<file path="config.mk">
export PLATFORM = sky130hd
export DESIGN_NAME = usb_frame_timer
export DESIGN_NICKNAME = d
export VERILOG_FILES = /design/src/rtl/frm_pkg.sv /design/src/rtl/frm_regs.sv /design/src/rtl/frm_counter.sv /design/src/rtl/frm_sof_seq.sv /design/src/rtl/frm_arbiter.sv /design/src/rtl/usb_frame_timer.sv
export SDC_FILE = /design/constraint.sdc
export NUM_CORES = 1
export LEC_CHECK = 0
export ABC_AREA = 1
export CAP_MARGIN = 0
export CORE_MARGIN = 5
export CORE_UTILIZATION = 55
export CTS_BUF_LIST = sky130_fd_sc_hd__clkbuf_4 sky130_fd_sc_hd__clkbuf_8 sky130_fd_sc_hd__clkbuf_16
export DETAILED_ROUTE_END_ITERATION = 10
export DONT_BUFFER_PORTS = 1
export PLACE_DENSITY = 0.7
export SLEW_MARGIN = 10
export SYNTH_ARGS = -nofsm -noshare
export SYNTH_HDL_FRONTEND = slang
export SYNTH_SLANG_ARGS = --single-unit
</file>
<file path="constraint.sdc">
create_clock -name clk -period 2.65 [get_ports clk]
set_clock_uncertainty 0.15 [all_clocks]
set_input_delay 0.265 -clock clk [delete_from_list [all_inputs] [get_ports clk]]
set_output_delay 0.265 -clock clk [all_outputs]
set_load 0.03 [all_outputs]
</file>
<file path="src/rtl/frm_pkg.sv">
package frm_pkg;
  localparam int unsigned ADDR_W = 3;
  typedef logic [ADDR_W-1:0] reg_adr_t;

  localparam reg_adr_t ADR_IVAL  = 3'd0;
  localparam reg_adr_t ADR_PSTRT = 3'd1;
  localparam reg_adr_t ADR_LSTHR = 3'd2;
  localparam reg_adr_t ADR_FNUM  = 3'd3;
  localparam reg_adr_t ADR_REM   = 3'd4;
  localparam reg_adr_t ADR_STAT  = 3'd5;

  typedef enum logic [1:0] {
    SQ_IDLE = 2'd0,
    SQ_SOF  = 2'd1,
    SQ_WR   = 2'd2
  } seq_state_t;
endpackage

</file>
<file path="src/rtl/frm_regs.sv">
module frm_regs
  import frm_pkg::*;
#(
  parameter int unsigned DATA_W    = 16,
  parameter int unsigned REM_W     = 14,
  parameter int unsigned FN_W      = 16,
  parameter int unsigned THR_W     = 12,
  parameter logic [REM_W-1:0] IVAL_RST  = 14'h2EDF,
  parameter logic [THR_W-1:0] LSTHR_RST = 12'h628
) (
  input  logic              clk,
  input  logic              rst,
  input  logic              reg_wr,
  input  logic              reg_rd,
  input  reg_adr_t          reg_addr,
  input  logic [DATA_W-1:0] reg_wdata,
  output logic [DATA_W-1:0] reg_rdata,
  input  logic [FN_W-1:0]   fnum,
  input  logic [REM_W-1:0]  rem,
  input  logic              flag_set,
  output logic [REM_W-1:0]  ival,
  output logic [REM_W-1:0]  pstart,
  output logic [THR_W-1:0]  ls_thr,
  output logic              flag,
  output logic              fn_wr,
  output logic [FN_W-1:0]   fn_wdata
);
  logic wr_ival, wr_pst, wr_thr, clr_flag;

  assign wr_ival  = reg_wr && (reg_addr == ADR_IVAL);
  assign wr_pst   = reg_wr && (reg_addr == ADR_PSTRT);
  assign wr_thr   = reg_wr && (reg_addr == ADR_LSTHR);
  assign clr_flag = reg_wr && (reg_addr == ADR_STAT) && reg_wdata[0];
  assign fn_wr    = reg_wr && (reg_addr == ADR_FNUM);
  assign fn_wdata = reg_wdata[FN_W-1:0];

  always_ff @(posedge clk) begin
    if (rst) begin
      ival   <= IVAL_RST;
      pstart <= '0;
      ls_thr <= LSTHR_RST;
      flag   <= 1'b0;
    end else begin
      if (wr_ival) ival   <= reg_wdata[REM_W-1:0];
      if (wr_pst)  pstart <= reg_wdata[REM_W-1:0];
      if (wr_thr)  ls_thr <= reg_wdata[THR_W-1:0];
      // a set from the sequencer outranks a simultaneous clear
      if (flag_set)      flag <= 1'b1;
      else if (clr_flag) flag <= 1'b0;
    end
  end

  always_ff @(posedge clk) begin
    if (rst) begin
      reg_rdata <= '0;
    end else if (reg_rd) begin
      case (reg_addr)
        ADR_IVAL:  reg_rdata <= DATA_W'(ival);
        ADR_PSTRT: reg_rdata <= DATA_W'(pstart);
        ADR_LSTHR: reg_rdata <= DATA_W'(ls_thr);
        ADR_FNUM:  reg_rdata <= DATA_W'(fnum);
        ADR_REM:   reg_rdata <= DATA_W'(rem);
        ADR_STAT:  reg_rdata <= DATA_W'(flag);
        default:   reg_rdata <= '0;
      endcase
    end
  end
endmodule

</file>
<file path="src/rtl/frm_counter.sv">
module frm_counter #(
  parameter int unsigned REM_W = 14,
  parameter int unsigned FN_W  = 16
) (
  input  logic             clk,
  input  logic             rst,
  input  logic             run,
  input  logic             tick,
  input  logic [REM_W-1:0] ival,
  input  logic             fn_wr,
  input  logic [FN_W-1:0]  fn_wdata,
  output logic [REM_W-1:0] rem,
  output logic [FN_W-1:0]  fnum,
  output logic             bnd
);
  logic run_q;
  logic run_rise;

  assign run_rise = run && !run_q;

  always_ff @(posedge clk) begin
    if (rst) begin
      rem   <= '0;
      fnum  <= '0;
      bnd   <= 1'b0;
      run_q <= 1'b0;
    end else begin
      run_q <= run;
      bnd   <= 1'b0;
      if (run_rise) begin
        rem  <= ival;
        fnum <= fnum + 1'b1;
        bnd  <= 1'b1;
      end else if (run && tick) begin
        if (rem == '0) begin
          rem  <= ival;
          fnum <= fnum + 1'b1;
          bnd  <= 1'b1;
        end else begin
          rem <= rem - 1'b1;
        end
      end else if (!run && fn_wr) begin
        fnum <= fn_wdata;
      end
    end
  end
endmodule

</file>
<file path="src/rtl/frm_sof_seq.sv">
module frm_sof_seq
  import frm_pkg::*;
#(
  parameter int unsigned FN_W = 16
) (
  input  logic            clk,
  input  logic            rst,
  input  logic            bnd,
  input  logic [FN_W-1:0] fnum,
  output logic            sof_req,
  input  logic            sof_ack,
  output logic            wr_req,
  input  logic            wr_ack,
  output logic [FN_W-1:0] wr_data,
  output logic            done,
  output logic            hold
);
  seq_state_t state;
  logic       pend;

  assign hold = (state != SQ_IDLE) || pend || bnd;

  always_ff @(posedge clk) begin
    if (rst) begin
      state   <= SQ_IDLE;
      pend    <= 1'b0;
      sof_req <= 1'b0;
      wr_req  <= 1'b0;
      wr_data <= '0;
      done    <= 1'b0;
    end else begin
      done <= 1'b0;
      if (bnd && state != SQ_IDLE) pend <= 1'b1;
      case (state)
        SQ_IDLE: begin
          if (bnd || pend) begin
            state   <= SQ_SOF;
            sof_req <= 1'b1;
            pend    <= 1'b0;
          end
        end
        SQ_SOF: begin
          if (sof_ack) begin
            sof_req <= 1'b0;
            wr_req  <= 1'b1;
            wr_data <= fnum;
            state   <= SQ_WR;
          end
        end
        SQ_WR: begin
          if (wr_ack) begin
            wr_req <= 1'b0;
            done   <= 1'b1;
            state  <= SQ_IDLE;
          end
        end
        default: state <= SQ_IDLE;
      endcase
    end
  end
endmodule

</file>
<file path="src/rtl/frm_arbiter.sv">
module frm_arbiter #(
  parameter int unsigned REM_W = 14,
  parameter int unsigned THR_W = 12
) (
  input  logic             clk,
  input  logic             rst,
  input  logic             run,
  input  logic             bnd,
  input  logic [REM_W-1:0] rem,
  input  logic [REM_W-1:0] pstart,
  input  logic [THR_W-1:0] ls_thr,
  input  logic             xfer_active,
  output logic             pri,
  output logic             ls_ok
);
  logic hit, pend, pend_d, pri_n;

  assign hit    = run && (rem == pstart);
  assign pend_d = (bnd ? 1'b0 : pend) | hit;
  assign pri_n  = bnd ? 1'b0 : (pri | (pend_d & ~xfer_active));

  always_ff @(posedge clk) begin
    if (rst) begin
      pri   <= 1'b0;
      pend  <= 1'b0;
      ls_ok <= 1'b0;
    end else begin
      pri   <= pri_n;
      pend  <= pend_d & ~pri_n;
      ls_ok <= run && (rem >= REM_W'(ls_thr));
    end
  end
endmodule

</file>
<file path="src/rtl/usb_frame_timer.sv">
module usb_frame_timer
  import frm_pkg::*;
#(
  parameter int unsigned DATA_W = 16,
  parameter int unsigned REM_W  = 14,
  parameter int unsigned FN_W   = 16,
  parameter int unsigned THR_W  = 12
) (
  input  logic              clk,
  input  logic              rst,
  input  logic              bit_tick,
  input  logic              run_en,
  input  logic              reg_wr,
  input  logic              reg_rd,
  input  logic [ADDR_W-1:0] reg_addr,
  input  logic [DATA_W-1:0] reg_wdata,
  output logic [DATA_W-1:0] reg_rdata,
  output logic              sof_req,
  input  logic              sof_ack,
  output logic              fn_wr_req,
  input  logic              fn_wr_ack,
  output logic [FN_W-1:0]   fn_wr_data,
  output logic              list_hold,
  output logic              sof_flag,
  input  logic              xfer_active,
  output logic              periodic_pri,
  output logic              ls_ok,
  output logic [FN_W-1:0]   frame_num,
  output logic [REM_W-1:0]  frame_rem
);
  logic [REM_W-1:0] ival, pstart;
  logic [THR_W-1:0] thr_q;
  logic             fn_wr, bnd, done;
  logic [FN_W-1:0]  fn_wdata;

  frm_regs #(
    .DATA_W(DATA_W), .REM_W(REM_W), .FN_W(FN_W), .THR_W(THR_W)
  ) i_regs (
    .clk(clk), .rst(rst), .reg_wr(reg_wr), .reg_rd(reg_rd),
    .reg_addr(reg_addr), .reg_wdata(reg_wdata), .reg_rdata(reg_rdata),
    .fnum(frame_num), .rem(frame_rem), .flag_set(done),
    .ival(ival), .pstart(pstart), .ls_thr(thr_q), .flag(sof_flag),
    .fn_wr(fn_wr), .fn_wdata(fn_wdata)
  );

  frm_counter #(.REM_W(REM_W), .FN_W(FN_W)) i_cnt (
    .clk(clk), .rst(rst), .run(run_en), .tick(bit_tick), .ival(ival),
    .fn_wr(fn_wr), .fn_wdata(fn_wdata), .rem(frame_rem), .fnum(frame_num),
    .bnd(bnd)
  );

  frm_sof_seq #(.FN_W(FN_W)) i_seq (
    .clk(clk), .rst(rst), .bnd(bnd), .fnum(frame_num),
    .sof_req(sof_req), .sof_ack(sof_ack), .wr_req(fn_wr_req),
    .wr_ack(fn_wr_ack), .wr_data(fn_wr_data), .done(done), .hold(list_hold)
  );

  frm_arbiter #(.REM_W(REM_W), .THR_W(THR_W)) i_arb (
    .clk(clk), .rst(rst), .run(run_en), .bnd(bnd), .rem(frame_rem),
    .pstart(pstart), .ls_thr(thr_q), .xfer_active(xfer_active),
    .pri(periodic_pri), .ls_ok(ls_ok)
  );
endmodule


</file>
==> results.md <==
- Status: finished clean
- # setup viols final: 0
- Sw frac: 0.336
- Synth cell types: 39
- #FFs+latches synth: between 100 and 150
- Max Cap Violations: 0
- Net switching power: 1.85 mW
- Vias in the first global route: a little under 6000
- Area contributors post-synth: dfxtp_1 (39%), nand2_1 (12%), a21oi_1 (7.4%)
- Post-synth EDFFs: 0
- Syn Nets: between 800 and 900
- Setup TNS: 0 ns
- Slowest CP cell: dlygate4sd3_1
- CP Class: register to register
- Combinational group share of total power: 0.209
- Area grow syn2layout: 18.4%
- Clock Tree Buf Depth: 2
- Post-synth top cells: nand2_1 (195), dfxtp_1 (114), inv_1 (96)
- Global-route wire length before repair: approximately 32 mm
- Static leakage: 2.89 nW
- Internal power: 3.66 mW
- Final Max Slew Viols: 0
- Worst-Margin Slew: 0.754 ns
- Chip width: 113 um
- YS warnings: 0
- Post-Syn Area: between 5000 and 6000 um^2
- Sequential cell area: 2290 um^2
- Core ar.: just over 10000 um^2
- DRC viols: 0
- Syn Area/Cell: ~7.0 um^2
- Seq/Total Area, Yosys: 0.389
- Pin count of the biggest net entering global routing: 51
- Worst-path clk slew: roughly 0.06 ns
- Clock Latency Late Sink: 0.52 ns
- Cells after synthesis: between 800 and 900
- Via count: about 6200
- Ys flop type: dfxtp_1
- Fillers: just under 900
- Vias per inst: around 6
- GRT Util Overall: 0.324
- Layout Nets: 915
- RSZ-0062 raised after global routing: false
- Routed WL: 21.1 mm
- Worst Reg-to-Reg Cells: 12
- Critical Path Fanout Max: 14
- Area share of the largest cell type after synthesis: 0.389
- Worst hold path depth: 3
- Die area: between 10000 and 15000 um^2
- Detail Route Antenna Nets: 0
- Cell breakdown of the critical path: inv_2 > ha_1 > inv_1 > nor2_2 > nand2_2 > nand2_4 > nand2_8 > nand2_8 > inv_1 > nand2_1 > a21oi_2 > dlygate4sd3_1
- FF-to-FF End: i_cnt.fnum[15]
- Port Buf Inserts: 0
- FMAX: roughly 0.4 GHz
- Ports: 96
- Pwr dens: 794 nW/um^2
- CTS tree: done
- Seq pwr share: 0.379
- Clk sinks: about 110
- Final Hold Viols: 0
- TritonCTS Buffers: 17
- Clock power share: 0.412
- Largest stage delay, worst path: ~0.58 ns
- Initial antenna violation count: 2
- Routability cong.: between 1 and 1.5
- Postcts setup bufs: 0
- Yosys top cell by area: dfxtp_1
- CP arrival: between 2 and 3 ns
- Area after DPL: ~6100 um^2
- CP required: slightly below 3 ns
- Cell area after layout: roughly 6900 um^2
- Area of the multi-input gates: around 3000 um^2
- R2R Path Start: i_cnt.rem[0]
- Count leader, synth: nand2_1
- Rows: 37
- Endpoint, Worst Hold: i_regs.reg_rdata[3]
- Hold Path Origin: reg_rd
- Iter 0 DRT Violations: roughly 940
- Global route total overflow: 0
- DP HPWL: approximately 15 mm
- Die height: between 100 and 150 um
- Final worst slack: 0.165 ns
- Startpoint Class: register
- H-tree Lvls: 4
- Crit path time final: ~2.5 ns
- DR pass1 iterations: 6
- Maximum VDD drop: approximately 0.45 mV
- DR WL/cell: slightly above 20 um
- R2R setup slack: between 0.15 and 0.2 ns
- Layout cell share with drive strength beyond 1: 0.117
- Critical Path End Type: register
- Root Driver: clkbuf_8
- Max_slew headroom: 0.495
- Initial core utilization: 0.565
- Async set-reset flop share out of synthesis: 0
- Final period util: 0.938
- Worst hold path class: input pin to register
- Pre-CTS setup slack: 0.604 ns
## per-stage QoR
| step | utilization | std cells | hold slack, ns | total power [mW] |
|---|---|---|---|---|
| finish | 0.669 | 1020 | 0.00914 | 5.51 |
| global route | 0.669 | 1020 | 0.0410 | 5.71 |
| CTS | 0.666 | 1018 | 0.00693 | 5.45 |
| detailed placement | 0.585 | 962 | 0.184 | 3.15 |
| global placement | 0.585 | 962 | 0.183 | 3.14 |
| floorplan | - | 836 | 0.241 | 2.84 |
## worst max path at each step
stage                              from  cells past startpoint  slack (ns)              to
after floorplan            i_cnt.rem[0]                     11        0.70   i_cnt.fnum[1]
after global placement    i_cnt.rem[13]                     11        0.57      i_arb.pend
after detailed placement    reg_addr[1]                      9        0.60  i_cnt.fnum[13]
after CTS                  i_cnt.rem[8]                     11        0.07  i_cnt.fnum[15]
after global routing       i_cnt.rem[4]                     11        0.05  i_cnt.fnum[15]
final                      i_cnt.rem[0]                     12        0.17  i_cnt.fnum[15]
## routing by layer
layer,part of all wire,GRT usage,wire (um)
met5,0.00057,0,12
met4,0.027,0.116,573
met3,0.12,0.117,2580
met2,0.45,0.506,9480
met1,0.40,0.414,8490
## worst max-delay path, delay by kind of cell (launching register included)
kind                     cells  cell delay (ns)
AND/OR/NAND/NOR              6             0.74
flip-flops                   1             0.32
buffers and inverters        4             0.88
adder cells (fa/ha/maj)      1             0.18
AO/OA/AOI/OAI                1             0.08
## sequential cells by signal, indices dropped and copies added (netlist names), 2 cells and up
register,cells
i_cnt.fnum,16
i_cnt.rem,14
i_regs.ival,14
i_regs.ls_thr,12
i_regs.pstart,14
i_regs.reg_rdata,16
i_seq.state,2
i_seq.wr_data,16
## placed cells by master (no fill, tap or decap), types with 2 or more instances in the layout
cell type      instances
ha_1                  15
o21ai_1                3
bufinv_16              3
nand2_1              195
inv_2                  3
or2_2                  2
o221ai_1              11
nand2_8                2
nand4_1                7
nor2_2                12
clkinv_2               5
a211oi_2               2
clkinvlp_4             2
a21oi_1               87
o22ai_1               18
xor2_1                 9
buf_4                 30
xnor2_1                2
o21ai_0               84
clkbuf_16             16
dlygate4sd3_1         25
nand2_4                3
dfxtp_2                8
nand3_1               46
dfxtp_1              106
a21oi_2                5
inv_1                 95
nand3_2                3
clkbuf_8               2
nor2_1                45
nor3_1                 7
o211ai_1              18
## power groups by stage
| stage | clock network [mW] | logic, mW | registers (mW) |
|---|---|---|---|
| final | 2.27 | 1.15 | 2.09 |
| after global routing | 2.35 | 1.26 | 2.10 |
| after floorplan | 0 | 0.693 | 2.15 |
| after CTS | 2.26 | 1.11 | 2.08 |
| after global placement | 0 | 1.03 | 2.11 |
| after detailed placement | 0 | 1.04 | 2.11 |
## cell type report
| cell class | instances | area share |
|---|---|---|
| clock inverters | 11 | 0.0200 |
| diodes | 1 | 0.000361 |
| repair buffers | 56 | 0.0714 |
| multi-input cells | 584 | 0.437 |
| flip-flops and latches | 114 | 0.330 |
| inverters | 99 | 0.0536 |
| well taps | 136 | 0.0245 |
| clock buffers | 19 | 0.0628 |
## cell families after synthesis
logic type / share of synthesized area
xor gates and xnor gates: 0.0164
and+or+nand+nor: 0.243
AOI/OAI and AO/OA: 0.223
buffers and inverters: 0.0959
adders and majority gates: 0.0320
DFF: 0.389
## timing repair
| item | 4_1_cts | 5_1_grt |
|---|---|---|
| endpoints found under the hold margin | 103 | 0 |
| gates resized for setup | 0 | 10 |
| hold buffers | 26 | 0 |
| setup endpoints to repair | 0 | 2 |
Power figures use the tool's default switching activity.
